**config.mk**
```make
export PLATFORM = sky130hd
export DESIGN_NAME = lcm_modulo_counter
export DESIGN_NICKNAME = d
export VERILOG_FILES = /design/src/rtl/lcm_pkg.sv /design/src/rtl/lcm_rst_sync.sv /design/src/rtl/lcm_core.sv /design/src/rtl/lcm_term_det.sv /design/src/rtl/lcm_modulo_counter.sv
export SDC_FILE = /design/constraint.sdc
export NUM_CORES = 1
export LEC_CHECK = 0
export ABC_AREA = 1
export BUFFER_PORTS_ARGS = -buffer_cell sky130_fd_sc_hd__buf_2
export CORE_AREA = 2 2 39 41
export CTS_CLUSTER_DIAMETER = 30
export DETAILED_ROUTE_END_ITERATION = 8
export DIE_AREA = 0 0 41 43
export PLACE_DENSITY = 0.6
export SYNTH_ARGS = -nofsm -noshare
export SYNTH_HDL_FRONTEND = slang
export SYNTH_HIERARCHICAL = 1
export SYNTH_SLANG_ARGS = --single-unit
```
**constraint.sdc**
```tcl
create_clock -name clk -period 1.4 [get_ports clk]
set_clock_uncertainty 0.1 [all_clocks]
set_input_delay 0.14 -clock clk [delete_from_list [all_inputs] [get_ports clk]]
set_output_delay 0.14 -clock clk [all_outputs]
set_load 0.005 [all_outputs]
```
**src/rtl/lcm_pkg.sv**
```systemverilog
package lcm_pkg;

  // Operation chosen by the counting core for the coming edge.
  typedef enum logic [1:0] {
    OP_HOLD = 2'd0,
    OP_INC  = 2'd1,
    OP_LOAD = 2'd2
  } cnt_op_e;

  localparam int unsigned LCM_DEF_WIDTH = 4;
  localparam int unsigned LCM_DEF_START = 9;
  localparam int unsigned LCM_DEF_TERM  = 14;
  localparam int unsigned LCM_SYNC_STAGES = 2;

endpackage

```
**src/rtl/lcm_rst_sync.sv**
```systemverilog
module lcm_rst_sync #(
  parameter int unsigned STAGES = lcm_pkg::LCM_SYNC_STAGES
) (
  input  logic clk,
  input  logic rst_n,
  output logic rst_hold
);

  localparam int unsigned LAST = STAGES - 1;

  logic [STAGES-1:0] sync_q;
  logic [STAGES-1:0] sync_d;

  // Shift ones in after release; any stage low means the window is still open.
  always_comb begin
    sync_d = {sync_q[STAGES-2:0], 1'b1};
  end

  always_ff @(posedge clk or negedge rst_n) begin
    if (!rst_n) begin
      sync_q <= '0;
    end else begin
      sync_q <= sync_d;
    end
  end

  assign rst_hold = ~sync_q[LAST];

endmodule

```
**src/rtl/lcm_core.sv**
```systemverilog
module lcm_core #(
  parameter int unsigned WIDTH  = lcm_pkg::LCM_DEF_WIDTH,
  parameter int unsigned PRESET = lcm_pkg::LCM_DEF_START
) (
  input  logic             clk,
  input  logic             rst_n,
  input  logic             cnt_en,
  input  logic             load,
  input  logic [WIDTH-1:0] load_val,
  output logic [WIDTH-1:0] q,
  output logic             co
);
  import lcm_pkg::*;

  localparam logic [WIDTH-1:0] PRESET_V = WIDTH'(PRESET);

  cnt_op_e          op;
  logic [WIDTH-1:0] tgl;
  logic [WIDTH-1:0] inc_val;
  logic [WIDTH-1:0] q_nxt;
  logic             upd;

  // Per-bit toggle terms: a bit flips when every lower bit is one.
  genvar gi;
  generate
    for (gi = 0; gi < WIDTH; gi++) begin : g_tgl
      if (gi == 0) begin : g_lsb
        assign tgl[gi] = 1'b1;
      end else begin : g_upper
        assign tgl[gi] = &q[gi-1:0];
      end
    end
  endgenerate

  assign inc_val = q ^ tgl;

  always_comb begin
    if (load) begin
      op = OP_LOAD;
    end else if (cnt_en) begin
      op = OP_INC;
    end else begin
      op = OP_HOLD;
    end
  end

  always_comb begin
    upd   = 1'b0;
    q_nxt = q;
    case (op)
      OP_LOAD: begin
        upd   = 1'b1;
        q_nxt = load_val;
      end
      OP_INC: begin
        upd   = 1'b1;
        q_nxt = inc_val;
      end
      default: begin
        upd   = 1'b0;
        q_nxt = q;
      end
    endcase
  end

  always_ff @(posedge clk or negedge rst_n) begin
    if (!rst_n) begin
      q <= PRESET_V;
    end else if (upd) begin
      q <= q_nxt;
    end
  end

  assign co = (&q) & cnt_en;

  // idle core keeps its state
  a_r1_hold: assert property (@(posedge clk) disable iff (!rst_n)
    (!load && !cnt_en) |=> $stable(q));

  // count step of one
  a_r2_step: assert property (@(posedge clk) disable iff (!rst_n)
    (!load && cnt_en) |=> (q == WIDTH'($past(q) + 1'b1)));

  // load captures the data input
  a_r3_load: assert property (@(posedge clk) disable iff (!rst_n)
    load |=> (q == $past(load_val)));

  // carry without load is followed by the wrap to zero
  a_r4_carry_wrap: assert property (@(posedge clk) disable iff (!rst_n)
    (co && !load) |=> (q == '0));

endmodule

```
**src/rtl/lcm_term_det.sv**
```systemverilog
module lcm_term_det #(
  parameter int unsigned WIDTH = lcm_pkg::LCM_DEF_WIDTH,
  parameter int unsigned TERM  = lcm_pkg::LCM_DEF_TERM
) (
  input  logic [WIDTH-1:0] q,
  input  logic             cnt_en,
  input  logic             co,
  output logic             hit
);

  localparam logic [WIDTH-1:0] TERM_V = WIDTH'(TERM);
  localparam logic [WIDTH-1:0] ALL1_V = '1;

  generate
    if (TERM_V == ALL1_V) begin : g_from_carry
      // The terminal code is all ones: the carry already flags it.
      logic unused_ok;
      assign unused_ok = ^q;
      assign hit = co;
    end else begin : g_compare
      logic unused_ok;
      assign unused_ok = co;
      assign hit = (q == TERM_V) & cnt_en;
    end
  endgenerate

endmodule

```
**src/rtl/lcm_modulo_counter.sv**
```systemverilog
module lcm_modulo_counter #(
  parameter int unsigned WIDTH = lcm_pkg::LCM_DEF_WIDTH,
  parameter int unsigned START = lcm_pkg::LCM_DEF_START,
  parameter int unsigned TERM  = lcm_pkg::LCM_DEF_TERM
) (
  input  logic             clk,
  input  logic             rst_n,
  input  logic             en,
  input  logic             ld,
  input  logic [WIDTH-1:0] ld_data,
  output logic [WIDTH-1:0] count,
  output logic             carry_out,
  output logic             term_pulse
);

  localparam logic [WIDTH-1:0] START_V = WIDTH'(START);
  localparam logic [WIDTH-1:0] TERM_V  = WIDTH'(TERM);

  generate
    if (TERM < START || TERM >= (1 << WIDTH)) begin : g_bad_cfg
      $error("lcm_modulo_counter: TERM must lie in [START, 2**WIDTH-1]");
    end
  endgenerate

  logic             rst_hold;
  logic             hit;
  logic             core_load;
  logic [WIDTH-1:0] core_val;
  logic             core_co;

  lcm_rst_sync #(
    .STAGES (lcm_pkg::LCM_SYNC_STAGES)
  ) u_sync (
    .clk      (clk),
    .rst_n    (rst_n),
    .rst_hold (rst_hold)
  );

  lcm_term_det #(
    .WIDTH (WIDTH),
    .TERM  (TERM)
  ) u_det (
    .q      (count),
    .cnt_en (en),
    .co     (core_co),
    .hit    (hit)
  );

  // Load source priority: reset window, external load, wrap reload.
  always_comb begin
    core_load = rst_hold | ld | hit;
    if (rst_hold) begin
      core_val = START_V;
    end else if (ld) begin
      core_val = ld_data;
    end else begin
      core_val = START_V;
    end
  end

  lcm_core #(
    .WIDTH  (WIDTH),
    .PRESET (START)
  ) u_core (
    .clk      (clk),
    .rst_n    (rst_n),
    .cnt_en   (en),
    .load     (core_load),
    .load_val (core_val),
    .q        (count),
    .co       (core_co)
  );

  assign carry_out  = core_co;
  assign term_pulse = hit & ~ld & ~rst_hold;

  // a terminal pulse is followed by the start value
  a_r6_reload: assert property (@(posedge clk) disable iff (!rst_n)
    term_pulse |=> (count == START_V));

  // the post-release window keeps the preset
  a_r5_preset_hold: assert property (@(posedge clk) disable iff (!rst_n)
    rst_hold |=> (count == START_V));

  // disabled at the terminal value means no pulse and no move
  a_r7_idle_term: assert property (@(posedge clk) disable iff (!rst_n)
    (count == TERM_V && !en && !ld && !rst_hold) |=> (count == TERM_V));

  // carry only while enabled
  a_r4_carry_en: assert property (@(posedge clk) disable iff (!rst_n)
    carry_out |-> en);

endmodule

```
Word level (Yosys, flattened, before mapping)
Cells that the tools add are included.
- multiplexer cells: 6
- equal/unequal tests: 3
- reductions and logical operators: 6
- bitwise logic cells: 9
- operator list (cell ; count):
    4-bit 2-to-1 mux ; 2
    4-bit case mux with 2 select lines ; 1
    1-bit AND ; 4
    4-bit == test (second input constant) ; 1
    2-bit AND reduction ; 2
    4-bit AND reduction ; 1
    4-bit XOR ; 1
    3-bit AND reduction ; 1
    2-bit by 1-bit == test with 1-bit output (second input constant) ; 1
    2-bit == test (second input constant) ; 1
    1-bit 2-to-1 mux ; 2
    2-bit 2-to-1 mux ; 1
    1-bit inverter ; 2
    1-bit OR ; 2
    2-bit nonzero test ; 1
    2-bit OR reduction ; 1
- logic and storage cells: 26
- bits in registers: 6
- output and inout bits: 6

Logic depth before layout (Yosys ltp)
- depth in word-level cells: 8
- depth in mapped cells: 8
- depth with buffers taken out: 8

Modules after synthesis
The synthesis kept the hierarchy.
- by module, submodules not included (module ; cells an instance ; instances ; seq. area each (sq um) ; area an instance (sq um)):
    lcm_core ; 34 ; 1 ; 102.6 ; 247.7
    lcm_rst_sync ; 4 ; 1 ; 50.0 ; 57.6
    lcm_modulo_counter ; 13 ; 1 ; 0.0 ; 52.6
    lcm_term_det ; 4 ; 1 ; 0.0 ; 16.3

Least setup slack after synthesis
OpenSTA, ideal clock, no wires.
- path kind: register to register
- from: reg u_core.q[0]
- to: reg u_core.q[1]
- data arrival time: 1.262 ns
- period minus slack after synthesis: 1.431 ns
- path slack: -0.031 ns
- stages on the path, launching flop included: 8
- cells stage by stage: dfstp_2 > inv_1 > nand2_1 > nor2_1 > nand3b_1 > nor2_2 > nand2_1 > nand3_1
- longest elaborated chain between the ends: 8
- elaborated cells on any way between the ends: 12
- classes of those cells: eq/ne: 3; mux: 3; bitwise: 3; reduce/logical: 3
- ends and longest elaborated chain (element ; line ; source):
    from (decl) ; lcm_core.sv:10 ; output logic [WIDTH-1:0] q,
    from (signal assigned) ; lcm_core.sv:70 ; q <= q_nxt;
    4-bit == test (*) ; lcm_term_det.sv:23 ; assign hit = (q == TERM_V) & cnt_en;
    1-bit AND (*) ; lcm_term_det.sv:23 ;
    named net hit ; lcm_modulo_counter.sv:26 ; logic hit;
    1-bit OR (*) ; lcm_modulo_counter.sv:51 ; core_load = rst_hold | ld | hit;
    named net core_load ; lcm_modulo_counter.sv:27 ; logic core_load;
    2-bit 2-to-1 mux (*) ; lcm_core.sv:38 ; if (load) begin
    2-bit == test or 2-bit by 1-bit == test with 1-bit output (tied branches) ; lcm_core.sv:50 ; case (op)
    2-bit OR reduction (no source line) ; -- ;
    1-bit 2-to-1 mux ; lcm_core.sv:50 ;
    2-bit AND reduction (no source line) ; -- ;
Mark *: on every way through the listed nets, which the timed path passes. The rest lies on a longest branch.
A chain may end at the register's enable or synchronous reset.

Worst setup path in the final report
- from: reg u_core.q[0]
- to: reg u_core.q[2]
Same word-level chain as after synthesis.

==> impl_metrics.py <==
metrics = {
    "synthesis": {
        "synth_top_area_cell": "dfrtp_1",
        "syn_inst": 55,
        "synth-simple-area-share_pct": 40.13,
        "ys_types": 12,
        "synthesis.nets": 65,
        "syn_area_um2": 374.1,
        "yosysTopAreaCellShare_pct": 26.76,
        "synthMuxAreaShare_pct": 0,
        "syn_area_per_cell_um2": 6.802,
        "synth_area_leaders": "dfrtp_1 27%, nand2_1 21%, dfstp_2 14%, inv_1 8.0%, nor2_1 7.0%",
        "ys_seq_area_share_pct": 40.80,
        "ys_seq_elements": 6,
        "synth_top_family_by_area": "simple AND/OR/NAND/NOR gates",
        "synth_xor_area_share_pct": 0,
        "yosys_warnings": 6,
        "synthAdderAreaFrac_pct": 6.689,
        "synth_compound_area_share_pct": 2.341,
    },
    "power": {
        "clockPowerShare_pct": 32.9,
        "p_leak_nw": 0.3158,
        "pwr-share-comb_pct": 22.7,
        "power.internal_uw": 334.0,
        "ir_drop_uv": 410.8,
        "p_sw_uw": 115.4,
        "switching_share_pct": 25.68,
        "power_frac_seq_pct": 44.4,
        "power_density_mw_per_mm2": 786.0,
    },
    "critical_path": {
        "path_max_fanout": 5,
        "cp.arrival_ns": 1.56,
        "slowest_stage": "dfstp_2",
        "crit_type": "reg -> reg",
        "cp-end-kind": "register",
        "rrSetupSlack_ns": -0.15,
        "cp.required_ns": 1.41,
        "crit_path_max_incr_delay_ns": 0.53,
        "r2r_cells": 7,
        "startpoint_type": "register",
        "cp_cell_sequence": "inv_2 -> nand2_2 -> nor2_2 -> nand3b_1 -> buf_4 -> nand2_1 -> nand3_1",
    },
    "clock_network": {
        "clk_pin_slew_worst_paths_ns": 0.04,
        "cts_buffers": 3,
        "clk-insertion-delay-late_ns": 0.23,
        "clkSinkCount": 6,
        "clockBufferDepth": 2,
        "cts_tree": "done",
        "htree_num_levels": 1,
        "cts_root_buffer": "clkbuf_4",
    },
    "grt": {
        "busiest_layer": "met2",
        "gr-usage-met1_pct": 12.67,
        "grt_pass1_vias": 358,
        "antenna_found_initial": 0,
        "use_met3_pct": 3.141,
        "grtUsageTotal_pct": 11.07,
        "gr-total-overflow": 0,
        "grt_max_degree": 7,
        "grt_pass1_wl_mm": 1.255,
        "grt_util_met2_pct": 15.63,
    },
    "drt": {
        "firstDrtPassIters": 2,
        "post_drt_wl_per_cell_um": 8.441,
        "routed_wl_um": 785,
        "initialDrtViolationCount": 1,
        "route.vias.total": 378,
        "viasPerCell": 4.065,
        "route.detailed.drc": 0,
        "ant_nets": 0,
    },
    "sta": {
        "period_needed_ns": 1.551,
        "finalCritPeriodShare_pct": 110.8,
        "clock.fmax_mhz": 644.7,
        "maxSlewViolCount": 0,
        "finalHoldViolations": 0,
        "rsz0062_at_grt": "yes",
        "holdWs_ns": 0.1303,
        "finalWorstSetupSlack_ns": -0.1511,
        "finalSetupViolations": 6,
    },
    "place": {
        "io_buffers": 13,
        "dp_hpwl_um": 607.8,
        "finalWeightedCongestion": 0.7039,
    },
    "outcome": {
        "violations": "setup timing",
        "status": "complete, but fails checks",
    },
    "floorplan": {
        "dieArea_mm2": 0.001763,
        "die_h_um": 43,
        "ios": 14,
        "die_width_um": 41,
        "core_area_mm2": 0.001384,
        "start_util_pct": 27.03,
        "core.rowCount": 14,
    },
    "finish": {
        "layout_commonest_cell": "nand2_1",
        "most-common-layout-cells": "18 x nand2_1, 13 x buf_2, 7 x inv_1",
        "fin_nets": 89,
        "antennaDiodeCount": 0,
        "final_util_pct": 41.32,
        "drive_above_1_share_pct": 46.75,
        "syn_to_final_growth_pct": 52.84,
    },
    "worst_hold_path": {
        "holdPathStages": 5,
        "hold_path_class": "in -> reg",
    },
    "flow_run": {
        "max_cap_viol_count": 0,
    },
}
[layout make-up]
class	count	area (µm²)
Fill cell	149	812.0
Multi-Input combinational cell	40	230.2
Sequential cell	6	152.6
Timing Repair Buffer	19	112.6
Inverter	9	33.78
Clock buffer	3	22.52
Tap cell	16	20.02
[power by group through the flow]
stage / clock [mW] / combinational (mW) / sequential [mW]
finish: 0.148 / 0.102 / 0.200
global route: 0.181 / 0.117 / 0.201
CTS: 0.158 / 0.0961 / 0.198
detailed placement: 0 / 0.0874 / 0.199
global placement: 0 / 0.0866 / 0.199
floorplan: 0 / 0.0388 / 0.205
[critical path, delay by kind of cell, from the launching register on]
| family | cells | cell delay [ns] |
|---|---|---|
| and+or+nand+nor | 5 | 0.52 |
| buffers and inverters | 2 | 0.27 |
| DFF | 1 | 0.53 |
[kinds of logic after synthesis]
group / after synthesis
compound gates: 1
buf+inv: 9
other cells: 1
fa+ha+maj: 2
simple gates: 36
flops: 6
[layer usage]
| layer | wire (µm) | up-vias |
|---|---|---|
| met1 | 341 | 165 |
| li1 | - | 209 |
| met3 | 15 | 0 |
| met2 | 427 | 4 |
| met4 | 0 | 0 |
| met5 | 0 | - |
[synthesized netlist by cell type]
master	number
a21oi_2	1
conb_1	1
dfrtp_1	4
dfstp_2	2
ha_1	2
inv_1	8
inv_2	1
nand2_1	21
nand3_1	5
nand3b_1	1
nor2_1	7
nor2_2	2
[final timing paths]
| path | from | to |
|---|---|---|
| worst max-delay path | u_core/q[0]$_DFFE_PN1P_ | u_core/q[2]$_DFFE_PN0P_ |
| worst min-delay path | ld_data[0] | u_core/q[0]$_DFFE_PN1P_ |
| worst max register to register | u_core/q[0]$_DFFE_PN1P_ | u_core/q[2]$_DFFE_PN0P_ |
| max in group asynchronous | rst_n | u_core/q[0]$_DFFE_PN1P_ |
| worst min register to register | u_sync/sync_q[0]$_DFF_PN0_ | u_sync/sync_q[1]$_DFF_PN0_ |
| min in group asynchronous | rst_n | u_core/q[2]$_DFFE_PN0P_ |
[stage by stage]
step	TNS [ns]	std cells	cell area [µm²]	total power, mW	worst slack (ns)
final	-0.7136	93	571.8	0.4494	-0.1511
after global routing	-1.240	93	571.8	0.4989	-0.2332
after CTS	-0.6242	92	546.8	0.4520	-0.1386
after detailed placement	-0.3304	88	489.2	0.2860	-0.09508
after global placement	-0.2942	88	489.2	0.2855	-0.08014
after floorplan	0	55	374.1	0.2435	0.0009212
[state kept, by name, summed over array words and instances (netlist names)]
name           count
u_core/q           4
u_sync/sync_q      2
[timing repair]
action                                 4_1_cts  5_1_grt
setup endpoints to repair                    6        6
resized for setup                            5        6
setup buffers                                0        1
hold buffers                                 1        0
pin swaps                                    5       11
endpoints found under the hold margin        6        0
(Power assumes the default switching activity.)
